<file path="src/rtl/chain_timer_pkg.sv">
// Package: shared register addresses and the control-word layout of the
// chainable timer channel. Assumes a 3-bit register address space.
package chain_timer_pkg;

    localparam int ADDR_W = 3;
    localparam int DATA_W = 32;
    localparam int CFG_W  = 10;

    localparam logic [ADDR_W-1:0] ADR_CFG   = 3'd0;
    localparam logic [ADDR_W-1:0] ADR_LOAD  = 3'd1;
    localparam logic [ADDR_W-1:0] ADR_PSC   = 3'd2;
    localparam logic [ADDR_W-1:0] ADR_MATCH = 3'd3;
    localparam logic [ADDR_W-1:0] ADR_STAT  = 3'd4;
    localparam logic [ADDR_W-1:0] ADR_CNT   = 3'd5;
    localparam logic [ADDR_W-1:0] ADR_SNAP  = 3'd6;
    localparam logic [ADDR_W-1:0] ADR_PSNAP = 3'd7;

    // Control word; enable is bit 0, adc_en is bit 9.
    typedef struct packed {
        logic adc_en;
        logic dma_en;
        logic to_ie;
        logic match_ie;
        logic wait_trig;
        logic snap_en;
        logic defer_ld;
        logic count_up;
        logic periodic;
        logic enable;
    } cfg_t;

endpackage

</file>
<file path="src/rtl/tmr_regs.sv">
// Module: tmr_regs
// Holds the software-written control word and the pending load, prescale
// and match values. Emits a one-cycle pulse after any LOAD/PRESCALE write
// so the counter core can apply it on the following edge. Clears the enable
// bit when a one-shot timeout occurs. Assumes CNT_W and PSC_W <= DATA_W.
module tmr_regs
    import chain_timer_pkg::*;
#(
    parameter int CNT_W = 16,
    parameter int PSC_W = 8
) (
    input  logic              clk,
    input  logic              rst_n,
    input  logic              wr_en,
    input  logic [ADDR_W-1:0] wr_addr,
    input  logic [DATA_W-1:0] wr_data,
    input  logic              to_evt,
    output cfg_t              cfg,
    output logic [CNT_W-1:0]  load_val,
    output logic [PSC_W-1:0]  psc_val,
    output logic [CNT_W-1:0]  match_val,
    output logic              ld_wr
);

    logic unused_wdata;
    assign unused_wdata = ^wr_data;

    // Register writes, apply pulse and one-shot self-clear of enable.
    always_ff @(posedge clk) begin
        if (!rst_n) begin
            cfg       <= '0;
            load_val  <= '0;
            psc_val   <= '0;
            match_val <= '0;
            ld_wr     <= 1'b0;
        end else begin
            ld_wr <= wr_en && (wr_addr == ADR_LOAD || wr_addr == ADR_PSC);
            if (to_evt && !cfg.periodic)
                cfg.enable <= 1'b0;
            if (wr_en) begin
                case (wr_addr)
                    ADR_CFG:   cfg       <= cfg_t'(wr_data[CFG_W-1:0]);
                    ADR_LOAD:  load_val  <= wr_data[CNT_W-1:0];
                    ADR_PSC:   psc_val   <= wr_data[PSC_W-1:0];
                    ADR_MATCH: match_val <= wr_data[CNT_W-1:0];
                    default:   ;
                endcase
            end
        end
    end

    // a one-shot timeout leaves the channel disabled
    assert_oneshot_clear_R7: assert property (@(posedge clk) disable iff (!rst_n)
        (to_evt && !cfg.periodic && !(wr_en && wr_addr == ADR_CFG)) |=> !cfg.enable);

endmodule

</file>
<file path="src/rtl/tmr_core.sv">
// Module: tmr_core
// Prescaler and counter of one channel. Handles start-on-enable,
// wait-for-chain-trigger, immediate or deferred application of load values,
// periodic reload, one-shot hold and the timeout snapshot. An immediate
// apply replaces the count step of that cycle. Assumes cfg is registered.
module tmr_core
    import chain_timer_pkg::*;
#(
    parameter int CNT_W = 16,
    parameter int PSC_W = 8
) (
    input  logic             clk,
    input  logic             rst_n,
    input  cfg_t             cfg,
    input  logic [CNT_W-1:0] load_val,
    input  logic [PSC_W-1:0] psc_val,
    input  logic [CNT_W-1:0] match_val,
    input  logic             ld_wr,
    input  logic             trig_in,
    output logic [CNT_W-1:0] cnt,
    output logic [CNT_W-1:0] snap_cnt,
    output logic [PSC_W-1:0] snap_psc,
    output logic             to_evt,
    output logic             match_evt
);

    logic             en_q;
    logic             run;
    logic [CNT_W-1:0] load_live;
    logic [PSC_W-1:0] psc_live;
    logic [PSC_W-1:0] psc_cnt;
    logic             start;
    logic             imm_apply;
    logic             active;
    logic             tick;
    logic             at_end;
    logic             unused_cfg;

    assign unused_cfg = ^cfg;

    // Decode of this cycle's counting conditions.
    always_comb begin
        start     = cfg.enable && !en_q;
        imm_apply = ld_wr && !(cfg.defer_ld && !cfg.count_up);
        active    = cfg.enable && en_q && run && !imm_apply;
        tick      = (psc_cnt == '0);
        at_end    = cfg.count_up ? (cnt == load_live) : (cnt == '0);
        to_evt    = active && tick && at_end;
        match_evt = active && tick && (cnt == match_val);
    end

    // Counter, prescaler, run state and snapshot update.
    always_ff @(posedge clk) begin
        if (!rst_n) begin
            en_q      <= 1'b0;
            run       <= 1'b0;
            cnt       <= '0;
            load_live <= '0;
            psc_live  <= '0;
            psc_cnt   <= '0;
            snap_cnt  <= '0;
            snap_psc  <= '0;
        end else begin
            en_q <= cfg.enable;
            if (!cfg.enable) begin
                run <= 1'b0;
            end else if (start) begin
                cnt       <= cfg.count_up ? '0 : load_val;
                load_live <= load_val;
                psc_live  <= psc_val;
                psc_cnt   <= psc_val;
                run       <= !cfg.wait_trig;
            end else begin
                if (!run && trig_in)
                    run <= 1'b1;
                if (imm_apply) begin
                    load_live <= load_val;
                    psc_live  <= psc_val;
                    psc_cnt   <= psc_val;
                    if (!cfg.count_up)
                        cnt <= load_val;
                end else if (run) begin
                    if (!tick) begin
                        psc_cnt <= psc_cnt - 1'b1;
                    end else if (at_end) begin
                        load_live <= load_val;
                        psc_live  <= psc_val;
                        psc_cnt   <= psc_val;
                        if (cfg.periodic)
                            cnt <= cfg.count_up ? '0 : load_val;
                        if (cfg.periodic && cfg.snap_en) begin
                            snap_cnt <= cnt;
                            snap_psc <= psc_cnt;
                        end
                    end else begin
                        psc_cnt <= psc_live;
                        cnt     <= cfg.count_up ? cnt + 1'b1 : cnt - 1'b1;
                    end
                end
            end
        end
    end

    // an immediate count-down apply lands on the following edge
    assert_imm_load_R2: assert property (@(posedge clk) disable iff (!rst_n)
        (imm_apply && cfg.enable && en_q && !cfg.count_up) |=> (cnt == $past(load_val)));

    // no count step between prescaler ticks
    assert_psc_hold_R6: assert property (@(posedge clk) disable iff (!rst_n)
        (active && !tick) |=> $stable(cnt));

    // prescaler never exceeds its live reload value
    assert_psc_bound_R6: assert property (@(posedge clk) disable iff (!rst_n)
        psc_cnt <= psc_live);

    // a waiting channel keeps its count
    assert_wait_hold_R9: assert property (@(posedge clk) disable iff (!rst_n)
        (cfg.enable && en_q && !run && !imm_apply) |=> $stable(cnt));

endmodule

</file>
<file path="src/rtl/tmr_events.sv">
// Module: tmr_events
// Sticky write-1-to-clear status for timeout and match, the interrupt
// OR and the gated DMA/ADC match strobes. Assumes event inputs are
// single-cycle strobes from the counter core.
module tmr_events
    import chain_timer_pkg::*;
(
    input  logic       clk,
    input  logic       rst_n,
    input  cfg_t       cfg,
    input  logic       to_evt,
    input  logic       match_evt,
    input  logic       clr_wr,
    input  logic [1:0] clr_bits,
    output logic [1:0] sts,
    output logic       irq,
    output logic       dma_trig,
    output logic       adc_trig
);

    logic unused_cfg;
    assign unused_cfg = ^cfg;

    // Sticky status; a new event wins over a same-cycle clear.
    always_ff @(posedge clk) begin
        if (!rst_n) begin
            sts <= '0;
        end else begin
            sts[0] <= (sts[0] && !(clr_wr && clr_bits[0])) || to_evt;
            sts[1] <= (sts[1] && !(clr_wr && clr_bits[1])) || match_evt;
        end
    end

    // Interrupt OR and enable-gated match strobes.
    always_comb begin
        irq      = (sts[0] && cfg.to_ie) || (sts[1] && cfg.match_ie);
        dma_trig = match_evt && cfg.match_ie && cfg.dma_en;
        adc_trig = match_evt && cfg.match_ie && cfg.adc_en;
    end

    // match status is held until cleared by a 1
    assert_sticky_R13: assert property (@(posedge clk) disable iff (!rst_n)
        (sts[1] && !(clr_wr && clr_bits[1])) |=> sts[1]);

    // any match strobe is accompanied by a real match event
    assert_trig_gate_R12: assert property (@(posedge clk) disable iff (!rst_n)
        (dma_trig || adc_trig) |=> sts[1]);

endmodule

</file>
<file path="src/rtl/chain_timer.sv">
// Module: chain_timer (top)
// One chainable timer channel: register block, counter core and event
// logic, plus the combinational read mux. Assumes a single clock domain
// and a synchronous register port.
module chain_timer
    import chain_timer_pkg::*;
#(
    parameter int CNT_W = 16,
    parameter int PSC_W = 8
) (
    input  logic        clk,
    input  logic        rst_n,
    input  logic        wr_en,
    input  logic [2:0]  wr_addr,
    input  logic [31:0] wr_data,
    input  logic [2:0]  rd_addr,
    output logic [31:0] rd_data,
    input  logic        chain_trig_in,
    output logic        timeout_pulse,
    output logic        irq,
    output logic        dma_match_trig,
    output logic        adc_match_trig
);

    cfg_t             cfg;
    logic [CNT_W-1:0] load_val;
    logic [PSC_W-1:0] psc_val;
    logic [CNT_W-1:0] match_val;
    logic             ld_wr;
    logic [CNT_W-1:0] cnt;
    logic [CNT_W-1:0] snap_cnt;
    logic [PSC_W-1:0] snap_psc;
    logic             to_evt;
    logic             match_evt;
    logic [1:0]       sts;

    tmr_regs #(.CNT_W(CNT_W), .PSC_W(PSC_W)) u_regs (
        .clk(clk), .rst_n(rst_n), .wr_en(wr_en), .wr_addr(wr_addr),
        .wr_data(wr_data), .to_evt(to_evt), .cfg(cfg), .load_val(load_val),
        .psc_val(psc_val), .match_val(match_val), .ld_wr(ld_wr)
    );

    tmr_core #(.CNT_W(CNT_W), .PSC_W(PSC_W)) u_core (
        .clk(clk), .rst_n(rst_n), .cfg(cfg), .load_val(load_val),
        .psc_val(psc_val), .match_val(match_val), .ld_wr(ld_wr),
        .trig_in(chain_trig_in), .cnt(cnt), .snap_cnt(snap_cnt),
        .snap_psc(snap_psc), .to_evt(to_evt), .match_evt(match_evt)
    );

    tmr_events u_events (
        .clk(clk), .rst_n(rst_n), .cfg(cfg), .to_evt(to_evt),
        .match_evt(match_evt), .clr_wr(wr_en && wr_addr == ADR_STAT),
        .clr_bits(wr_data[1:0]), .sts(sts), .irq(irq),
        .dma_trig(dma_match_trig), .adc_trig(adc_match_trig)
    );

    assign timeout_pulse = to_evt;

    // Combinational register readback, zero-extended.
    always_comb begin
        case (rd_addr)
            ADR_CFG:   rd_data = {{(DATA_W-CFG_W){1'b0}}, cfg};
            ADR_LOAD:  rd_data = {{(DATA_W-CNT_W){1'b0}}, load_val};
            ADR_PSC:   rd_data = {{(DATA_W-PSC_W){1'b0}}, psc_val};
            ADR_MATCH: rd_data = {{(DATA_W-CNT_W){1'b0}}, match_val};
            ADR_STAT:  rd_data = {30'b0, sts};
            ADR_CNT:   rd_data = {{(DATA_W-CNT_W){1'b0}}, cnt};
            ADR_SNAP:  rd_data = {{(DATA_W-CNT_W){1'b0}}, snap_cnt};
            default:   rd_data = {{(DATA_W-PSC_W){1'b0}}, snap_psc};
        endcase
    end

    // the timeout strobe never coincides with a disabled channel
    assert_pulse_enabled_R8: assert property (@(posedge clk) disable iff (!rst_n)
        timeout_pulse |-> cfg.enable);

endmodule

</file>
<file path="config.mk">
export PLATFORM = sky130hd
export DESIGN_NAME = chain_timer
export DESIGN_NICKNAME = d
export VERILOG_FILES = /design/src/rtl/chain_timer_pkg.sv /design/src/rtl/tmr_regs.sv /design/src/rtl/tmr_core.sv /design/src/rtl/tmr_events.sv /design/src/rtl/chain_timer.sv
export SDC_FILE = /design/constraint.sdc
export NUM_CORES = 1
export LEC_CHECK = 0
export BUFFER_PORTS_ARGS = -buffer_cell sky130_fd_sc_hd__buf_2
export CAP_MARGIN = 20
export CORE_MARGIN = 1.5
export CORE_UTILIZATION = 45
export CTS_CLUSTER_SIZE = 25
export DETAILED_ROUTE_END_ITERATION = 12
export PLACE_DENSITY = 0.63
export SETUP_SLACK_MARGIN = 0.15
export SKIP_CTS_REPAIR_TIMING = 1
export SYNTH_ARGS = -nofsm -noshare
export SYNTH_HDL_FRONTEND = slang
export SYNTH_SLANG_ARGS = --single-unit
</file>
<file path="constraint.sdc">
create_clock -name clk -period 4.2 [get_ports clk]
set_input_delay 0.84 -clock clk [delete_from_list [all_inputs] [get_ports clk]]
set_output_delay 0.84 -clock clk [all_outputs]
set_load 0.005 [all_outputs]
</file>
==> metrics.md, run 1 <==
| Metric | Value |
|---|---|
| Critical path endpoint category | `output pin` |
| Area share of the largest cell type after synthesis | `34.6%` |
| Syn_area_per_cell | `7.99 µm²` |
| Worst setup path category | `flop to output pin` |
| Initial antenna violation count | `0` |
| Cells after DPL | `1129` |
| First-pass GRT wire length | `32800 µm` |
| Top cells by count, synth | `nand2_1, dfxtp_1, a21boi_0, clkbuf_1, mux2i_1` |
| Layout cells sized above 1 | `11.2%` |
| Vias in the first global route | `6060` |
| Worst r2r src | `u_regs.cfg[2]$_SDFFE_PN0P_` |
| R2r setup slk | `0.90 ns` |
| Lkg Pwr | `3.14 nW` |
| Die Y | `131 µm` |
| Max Cap Viol | `0` |
| Die W | `131 µm` |
| Global routing met2 resource utilization | `38.8%` |
| TritonCTS buffer count | `17` |
| Final Hold Fails | `0` |
| Crit. Startpoint | `u_core.psc_cnt[2]$_SDFFE_PN0P_` |
| Dpl hpwl | `14900 µm` |
| Min Tclk post-route | `3.68 ns` |
| RSZ-0062 raised after global routing | `false` |
| Routed Antenna Nets | `0` |
| Netlist cell types | `64` |
| Synth Register Bits | `127` |
| Skew-Pair Late Insertion Delay | `0.42 ns` |
| Post-synthesis instance area | `0.00735 mm²` |
| CP arrival | `2.84 ns` |
| Number of non-filler instances in the completed layout | `1160` |
| Worst Setup EP | `adc_match_trig` |
| Clock buffer depth | `2` |
| Clk slew on worst S/H paths | `0.06 ns` |
| Final net count | `991` |
| Number of flops mapped to enable cells by yosys | `0` |
| Vias | `6488` |
| GRT Overall Usage | `25.3%` |
| Most used DFF post-synth | `dfxtp_1` |
| Worst-Margin Slew | `0.830 ns` |
| Worst min path class | `flop to flop` |
| Power per cell area | `370 mW/mm²` |
| Worst slew margin | `44.7%` |
| TritonRoute pass-1 iters | `5` |
| Synth top area cells | `dfxtp_1, nand2_1, a21boi_0, mux2i_1, ha_1` |
| Die Footprint | `0.0171 mm²` |
| I/O Buffers | `45` |
| Met1 Usage GRT | `35.2%` |
| Largest net degree at the start of global routing | `87` |
| Core ar. | `0.0159 mm²` |
| Setup crit start kind | `flop` |
| CP max FO | `5` |
| M3 GR Usage | `4.11%` |
| Fin. max-slew vios | `0` |
| Cells after Synth | `920` |
| CTS H-tree lvls | `4` |
| Row cnt | `46` |
| Yosys warns | `0` |
| Vias/cell | `5.59` |
| Detailed Route Iter0 Violations | `410` |
| Drt drc | `0` |
| GP Congestion | `0.893` |
| Reg2reg end | `u_core.cnt[15]$_SDFFE_PN0P_` |
| Area growth syn-to-layout | `11.5%` |
| Synth async-reset ratio | `0%` |
| Skew final | `0.00863 ns` |
| Root Buffer | `clkbuf_16` |
| Pre-CTS worst setup slack | `0.833 ns` |
| # fillers | `1570` |
| Top Ports | `78` |
| Count leader, synth | `nand2_1` |
| Post-Route Setup TNS | `0 ns` |
| Final WL | `20800 µm` |
| R2r worst-path depth | `9` |
| Seq/Total Area, Yosys | `34.6%` |
| VDD IR max | `261 µV` |
| ANT cells | `0` |
| Final setup violation count | `0` |
| TritonCTS clock tree | `done` |
| Worst path required time | `3.36 ns` |
| Global routing's busiest layer | `met2` |
| Area leader, netlist | `dfxtp_1` |
| Clk sink count | `127` |
| Setup ws final | `0.522 ns` |
| WL per Instance | `17.9 µm` |
| Tcrit/Tclk final | `87.6%` |
| Grt ovf | `0` |
| Starting Density | `46.1%` |
| Highest clock rate | `0.272 GHz` |
| Outcome | `completed` |
==> through the flow <==
| stage | hold WS, ns | utilization, % | area, µm² | power [mW] |
|---|---|---|---|---|
| after global routing | 0.473 | 51.4 | 8200 | 3.13 |
| final | 0.447 | 51.4 | 8200 | 3.04 |
| after floorplan | 0.428 | - | 7410 | 1.47 |
| after detailed placement | 0.440 | 47.7 | 7600 | 1.55 |
| after global placement | 0.436 | 47.7 | 7600 | 1.55 |
| after CTS | 0.448 | 51.4 | 8200 | 3.05 |
==> worst min-delay path by stage <==
stage	to	slack [ns]	cells after the start	startpoint
after global placement	u_core.snap_cnt[6]$_SDFFE_PN0P_	0.44	2	u_core.snap_cnt[6]$_SDFFE_PN0P_
after global routing	u_core.snap_cnt[13]$_SDFFE_PN0P_	0.47	2	u_core.snap_cnt[13]$_SDFFE_PN0P_
after detailed placement	u_core.snap_cnt[6]$_SDFFE_PN0P_	0.44	2	u_core.snap_cnt[6]$_SDFFE_PN0P_
after CTS	u_core.snap_cnt[6]$_SDFFE_PN0P_	0.45	2	u_core.snap_cnt[6]$_SDFFE_PN0P_
after floorplan	u_core.snap_cnt[4]$_SDFFE_PN0P_	0.43	2	u_core.snap_cnt[4]$_SDFFE_PN0P_
final	u_core.snap_cnt[14]$_SDFFE_PN0P_	0.45	2	u_core.snap_cnt[14]$_SDFFE_PN0P_
==> flip-flops by register name (all words and copies together), names as in the netlist <==
| name | flops |
|---|---|
| u_core.run | 1 |
| u_core.load_live | 16 |
| u_regs.cfg | 10 |
| u_regs.match_val | 16 |
| u_regs.ld_wr | 1 |
| u_core.psc_live | 8 |
| u_core.psc_cnt | 8 |
| u_core.snap_psc | 8 |
| u_regs.load_val | 16 |
| u_events.sts | 2 |
| u_core.cnt | 16 |
| u_core.snap_cnt | 16 |
| u_regs.psc_val | 8 |
| u_core.en_q | 1 |
==> critical path, cell delays in order, from the launching register on <==
cell and delay, ns:
dfxtp_1 0.36, or4_4 0.59, nor3b_4 0.29, nand2_1 0.14, or3_1 0.44, nor2_1 0.30
and3_1 0.20, buf_2 0.10
==> layout by cell type (no fill, tap or decap), types with 11 or more instances in the layout <==
cell,netlist,routed
a21boi_0,61,61
a21boi_1,14,14
a21oi_1,32,32
a221oi_1,11,11
and3_1,12,12
buf_2,7,44
buf_4,19,13
clkbuf_16,0,17
conb_1,1,16
dfxtp_1,127,127
ha_1,16,16
inv_1,18,18
mux2i_1,39,39
nand2_1,223,223
nor2_1,32,32
nor2b_1,12,12
o21ai_0,36,36
o22ai_1,12,12
xnor2_1,22,22
xor2_1,22,22
==> cell type report <==
| type | instances | area (µm²) | area share [%] |
|---|---|---|---|
| inverters | 18 | 67.6 | 0.824 |
| well taps | 216 | 270 | 3.30 |
| clock inverters | 13 | 163 | 1.98 |
| multi-input cells | 711 | 4400 | 53.7 |
| clock buffers | 18 | 439 | 5.36 |
| repair buffers | 57 | 318 | 3.88 |
| flip-flops and latches | 127 | 2540 | 31.0 |
==> power by group <==
group	internal, mW	switching [mW]	total (mW)
registers	1.22	0.0209	1.24
logic	0.107	0.182	0.289
clock network	0.946	0.562	1.51
==> routing by layer <==
metal / wire length [µm] / vias to the layer above
met5: 0 / -
met4: 451 / 0
met3: 1290 / 30
met2: 9160 / 201
met1: 9920 / 3039
li1: - / 3218
==> logic make-up (layout without fill, tap and decap cells) <==
family                   after synthesis  after routing  synth area share [%]
XOR/XNOR                              44             44                  5.24
AO/OA/AOI/OAI                        241            241                  23.0
buffers and inverters                 97            106                  6.35
adder cells (fa/ha/maj)               17             17                  3.00
flip-flops                           127            127                  34.6
other                                  1             16                0.0510
AND/OR/NAND/NOR                      346            346                  21.2
multiplexers                          47             47                  6.54
Note: power is estimated with default switching activity, not from simulation.
==> run 2, diff against run 1 <==
--- a/config.mk
+++ b/config.mk
@@ -5,6 +5,7 @@
 export SDC_FILE = /design/constraint.sdc
 export NUM_CORES = 1
 export LEC_CHECK = 0
+export ABC_AREA = 1
 export BUFFER_PORTS_ARGS = -buffer_cell sky130_fd_sc_hd__buf_2
 export CAP_MARGIN = 20
 export CORE_MARGIN = 1.5
==> run 2 against run 1 <==
Against the previous run: design area grew 6.7%; clock skew is 0.00077 ns higher; clock power rose by 6%; highest routed layer unchanged; clock-buffer cell count rose by 1; critical endpoint is now dma_match_trig; flip-flop and latch count did not move; worst hold slack better by 0.0099 ns.
==> metrics.md, run 2 <==
| Metric | Value |
|---|---|
| Outcome | `completed (unchanged)` |
| TritonCTS clock tree | `done (unchanged)` |
| Routed Antenna Nets | `0 (unchanged)` |
| GP Congestion | `0.865 (was 0.893)` |
| Clk sink count | `127 (unchanged)` |
| WL per Instance | `15.4 µm (was 17.9 µm)` |
| Area growth syn-to-layout | `12.6% (was 11.5%)` |
| Row cnt | `47 (was 46)` |
| Placed standard-cell area | `0.00811 mm² (was 0.00760 mm²)` |
| Clk slew on worst S/H paths | `0.06 ns (about the same)` |
| Pwr Total | `3.08 mW (was 3.04 mW)` |
| Cells after Synth | `1226 (was 920)` |
| Number of flops mapped to enable cells by yosys | `0 (unchanged)` |
| Area leader, netlist | `dfxtp_1 (unchanged)` |
| Synth Register Bits | `127 (unchanged)` |
| Dpl hpwl | `16300 µm (was 14900 µm)` |
| Netlist cell types | `43 (was 64)` |
| # fillers | `1751 (was 1570)` |
| I/O Buffers | `45 (unchanged)` |
| Final setup violation count | `0 (unchanged)` |
| Highest clock rate | `0.294 GHz (was 0.272 GHz)` |
| Setup ws final | `0.796 ns (was 0.522 ns)` |
| Worst slew margin | `38.2% (was 44.7%)` |
| CTS H-tree lvls | `4 (unchanged)` |
| Fin. max-slew vios | `0 (unchanged)` |
| Worst hold slack | `0.456 ns (was 0.447 ns)` |
| Area share of the largest cell type after synthesis | `32.7% (was 34.6%)` |
| Seq/Total Area, Yosys | `32.7% (was 34.6%)` |
| Cells after DPL | `1453 (was 1129)` |
| Layout cells sized above 1 | `9.01% (was 11.2%)` |
| Worst min path class | `flop to flop (unchanged)` |
| Die Y | `134 µm (was 131 µm)` |
| Die W | `134 µm (was 131 µm)` |
| Skew final | `0.00940 ns (was 0.00863 ns)` |
| Number of non-filler instances in the completed layout | `1485 (was 1160)` |
| Drt drc | `0 (unchanged)` |
| Die Footprint | `0.0181 mm² (was 0.0171 mm²)` |
| Vias in the first global route | `7204 (was 6060)` |
| Yosys warns | `0 (unchanged)` |
| Syn_area_per_cell | `6.34 µm² (was 7.99 µm²)` |
| TritonCTS buffer count | `17 (unchanged)` |
| Cell family with most CP delay | `simple AND/OR/NAND/NOR gates (unchanged)` |
| ANT cells | `0 (unchanged)` |
| Setup crit start kind | `flop (unchanged)` |
| Worst path required time | `3.36 ns (about the same)` |
| Tcrit/Tclk final | `81.0% (was 87.6%)` |
| Largest net degree at the start of global routing | `60 (was 87)` |
| Synth async-reset ratio | `0% (unchanged)` |
| Detailed Route Iter0 Violations | `638 (was 410)` |
| Count leader, synth | `nand2_1 (unchanged)` |
| Clock buffer depth | `2 (unchanged)` |
| CP max FO | `28 (was 5)` |
| Post-route cell area | `0.00875 mm² (was 0.00820 mm²)` |
| Starting Density | `46.5% (was 46.1%)` |
| Utilization after layout | `52.4% (was 51.4%)` |
| Synth top area cells | `dfxtp_1, nand2_1, a21oi_1, inv_1, o21ai_0 (was dfxtp_1, nand2_1, a21boi_0, mux2i_1, ha_1)` |
| VDD IR max | `256 µV (was 261 µV)` |
| Min Tclk post-route | `3.40 ns (was 3.68 ns)` |
| Power per cell area | `352 mW/mm² (was 370 mW/mm²)` |
| Top cells by count, synth | `nand2_1, inv_1, a21oi_1, dfxtp_1, o21ai_0 (was nand2_1, dfxtp_1, a21boi_0, clkbuf_1, mux2i_1)` |
| Initial antenna violation count | `0 (unchanged)` |
| R2r setup slk | `1.33 ns (was 0.90 ns)` |
| Top Ports | `78 (unchanged)` |
| Most used DFF post-synth | `dfxtp_1 (unchanged)` |
| Root Buffer | `clkbuf_16 (unchanged)` |
| Grt ovf | `0 (unchanged)` |
| Crit path buffers/inverters | `3 (was 1)` |
| CP cell instances | `buf_4 > inv_2 > a21oi_2 > nor3_1 > nand4_1 > nor2_1 > buf_2 (was or4_4 > nor3b_4 > nand2_1 > or3_1 > nor2_1 > and3_1 > buf_2)` |
| Critical path endpoint category | `output pin (unchanged)` |
| Critical path's largest stage delay | `0.52 ns (was 0.59 ns)` |
| TritonRoute pass-1 iters | `6 (was 5)` |
| Worst-Margin Slew | `0.925 ns (was 0.830 ns)` |
| Vias/cell | `5.30 (was 5.59)` |
| Skew-Pair Late Insertion Delay | `0.42 ns (about the same)` |
| CP arrival | `2.56 ns (was 2.84 ns)` |
| Post-Route Setup TNS | `0 ns (unchanged)` |
| Worst setup path category | `flop to output pin (unchanged)` |
| Lkg Pwr | `4.06 nW (was 3.14 nW)` |
| Most frequent cells in the layout | `nand2_1, inv_1, a21oi_1 (was nand2_1, dfxtp_1, a21boi_0)` |
| Final net count | `1311 (was 991)` |
| Commonest non-fill, non-tap cell in the layout | `nand2_1 (unchanged)` |
| Vias | `7871 (was 6488)` |
| Post-synthesis instance area | `0.00777 mm² (was 0.00735 mm²)` |
| Pre-CTS worst setup slack | `0.938 ns (was 0.833 ns)` |
| Slowest CP cell | `nor3_1 (was or4_4)` |
| RSZ-0062 raised after global routing | `false (unchanged)` |
| Core ar. | `0.0167 mm² (was 0.0159 mm²)` |
| Final Hold Fails | `0 (unchanged)` |
| Max Cap Viol | `0 (unchanged)` |
| Final WL | `22800 µm (was 20800 µm)` |
| First-pass GRT wire length | `36900 µm (was 32800 µm)` |
| GRT Overall Usage | `25.8% (was 25.3%)` |
[run 2: changes by cell type after synthesis, moves of 61 or more]
cell	delta
a21boi_0	-61
a21oi_1	+118
inv_1	+160
nand3_1	+67
nor2_1	+66
o21ai_0	+79
[run 2: worst paths after layout]
kind / from / end / cells past startpoint
max: u_regs.cfg[2]$_SDFFE_PN0P_ / dma_match_trig / 7
min: u_core.snap_psc[6]$_SDFFE_PN0P_ / u_core.snap_psc[6]$_SDFFE_PN0P_ / 2
max reg2reg: u_core.cnt[0]$_SDFFE_PN0P_ / u_core.cnt[4]$_SDFFE_PN0P_ / 11
min reg2reg: u_core.snap_psc[6]$_SDFFE_PN0P_ / u_core.snap_psc[6]$_SDFFE_PN0P_ / 2
[run 2: layer usage]
layer	GRT usage (%)	routed length [µm]	up-vias	part of all wire, %
li1	-	-	4034	-
met1	37.1	11300	3611	49
met2	39.6	10100	201	44
met3	4.54	1170	25	5.1
met4	6.93	292	0	1.3
met5	0	0	-	0
[run 2: worst min-delay path, stage by stage (launching register included)]
cell and delay [ns]:
dfxtp_1 0.31, nand3_1 0.07, inv_1 0.04
[run 2: power by group]
part           switching, mW  internal [mW]
registers             0.0161           1.22
logic                  0.171         0.0757
clock network          0.570           1.03
total                  0.758           2.32
[run 2: cell families after synthesis]
| kind of cell | count (synthesis) | synth area share, % |
|---|---|---|
| simple gates | 487 | 26.6 |
| compound gates | 323 | 22.5 |
| buf+inv | 253 | 13.3 |
| flops | 127 | 32.7 |
| xor+xnor | 18 | 2.03 |
| fa+ha+maj | 17 | 2.83 |
| other cells | 1 | 0.0483 |
[run 2: cell type report]
class                   count  area (µm²)  share of cell area [%]
inverters                 186         704                    8.05
clock inverters            13         185                    2.12
repair buffers             59         330                    3.78
clock buffers              19         453                    5.18
flip-flops and latches    127        2540                    29.1
well taps                 220         275                    3.15
multi-input cells         861        4260                    48.7
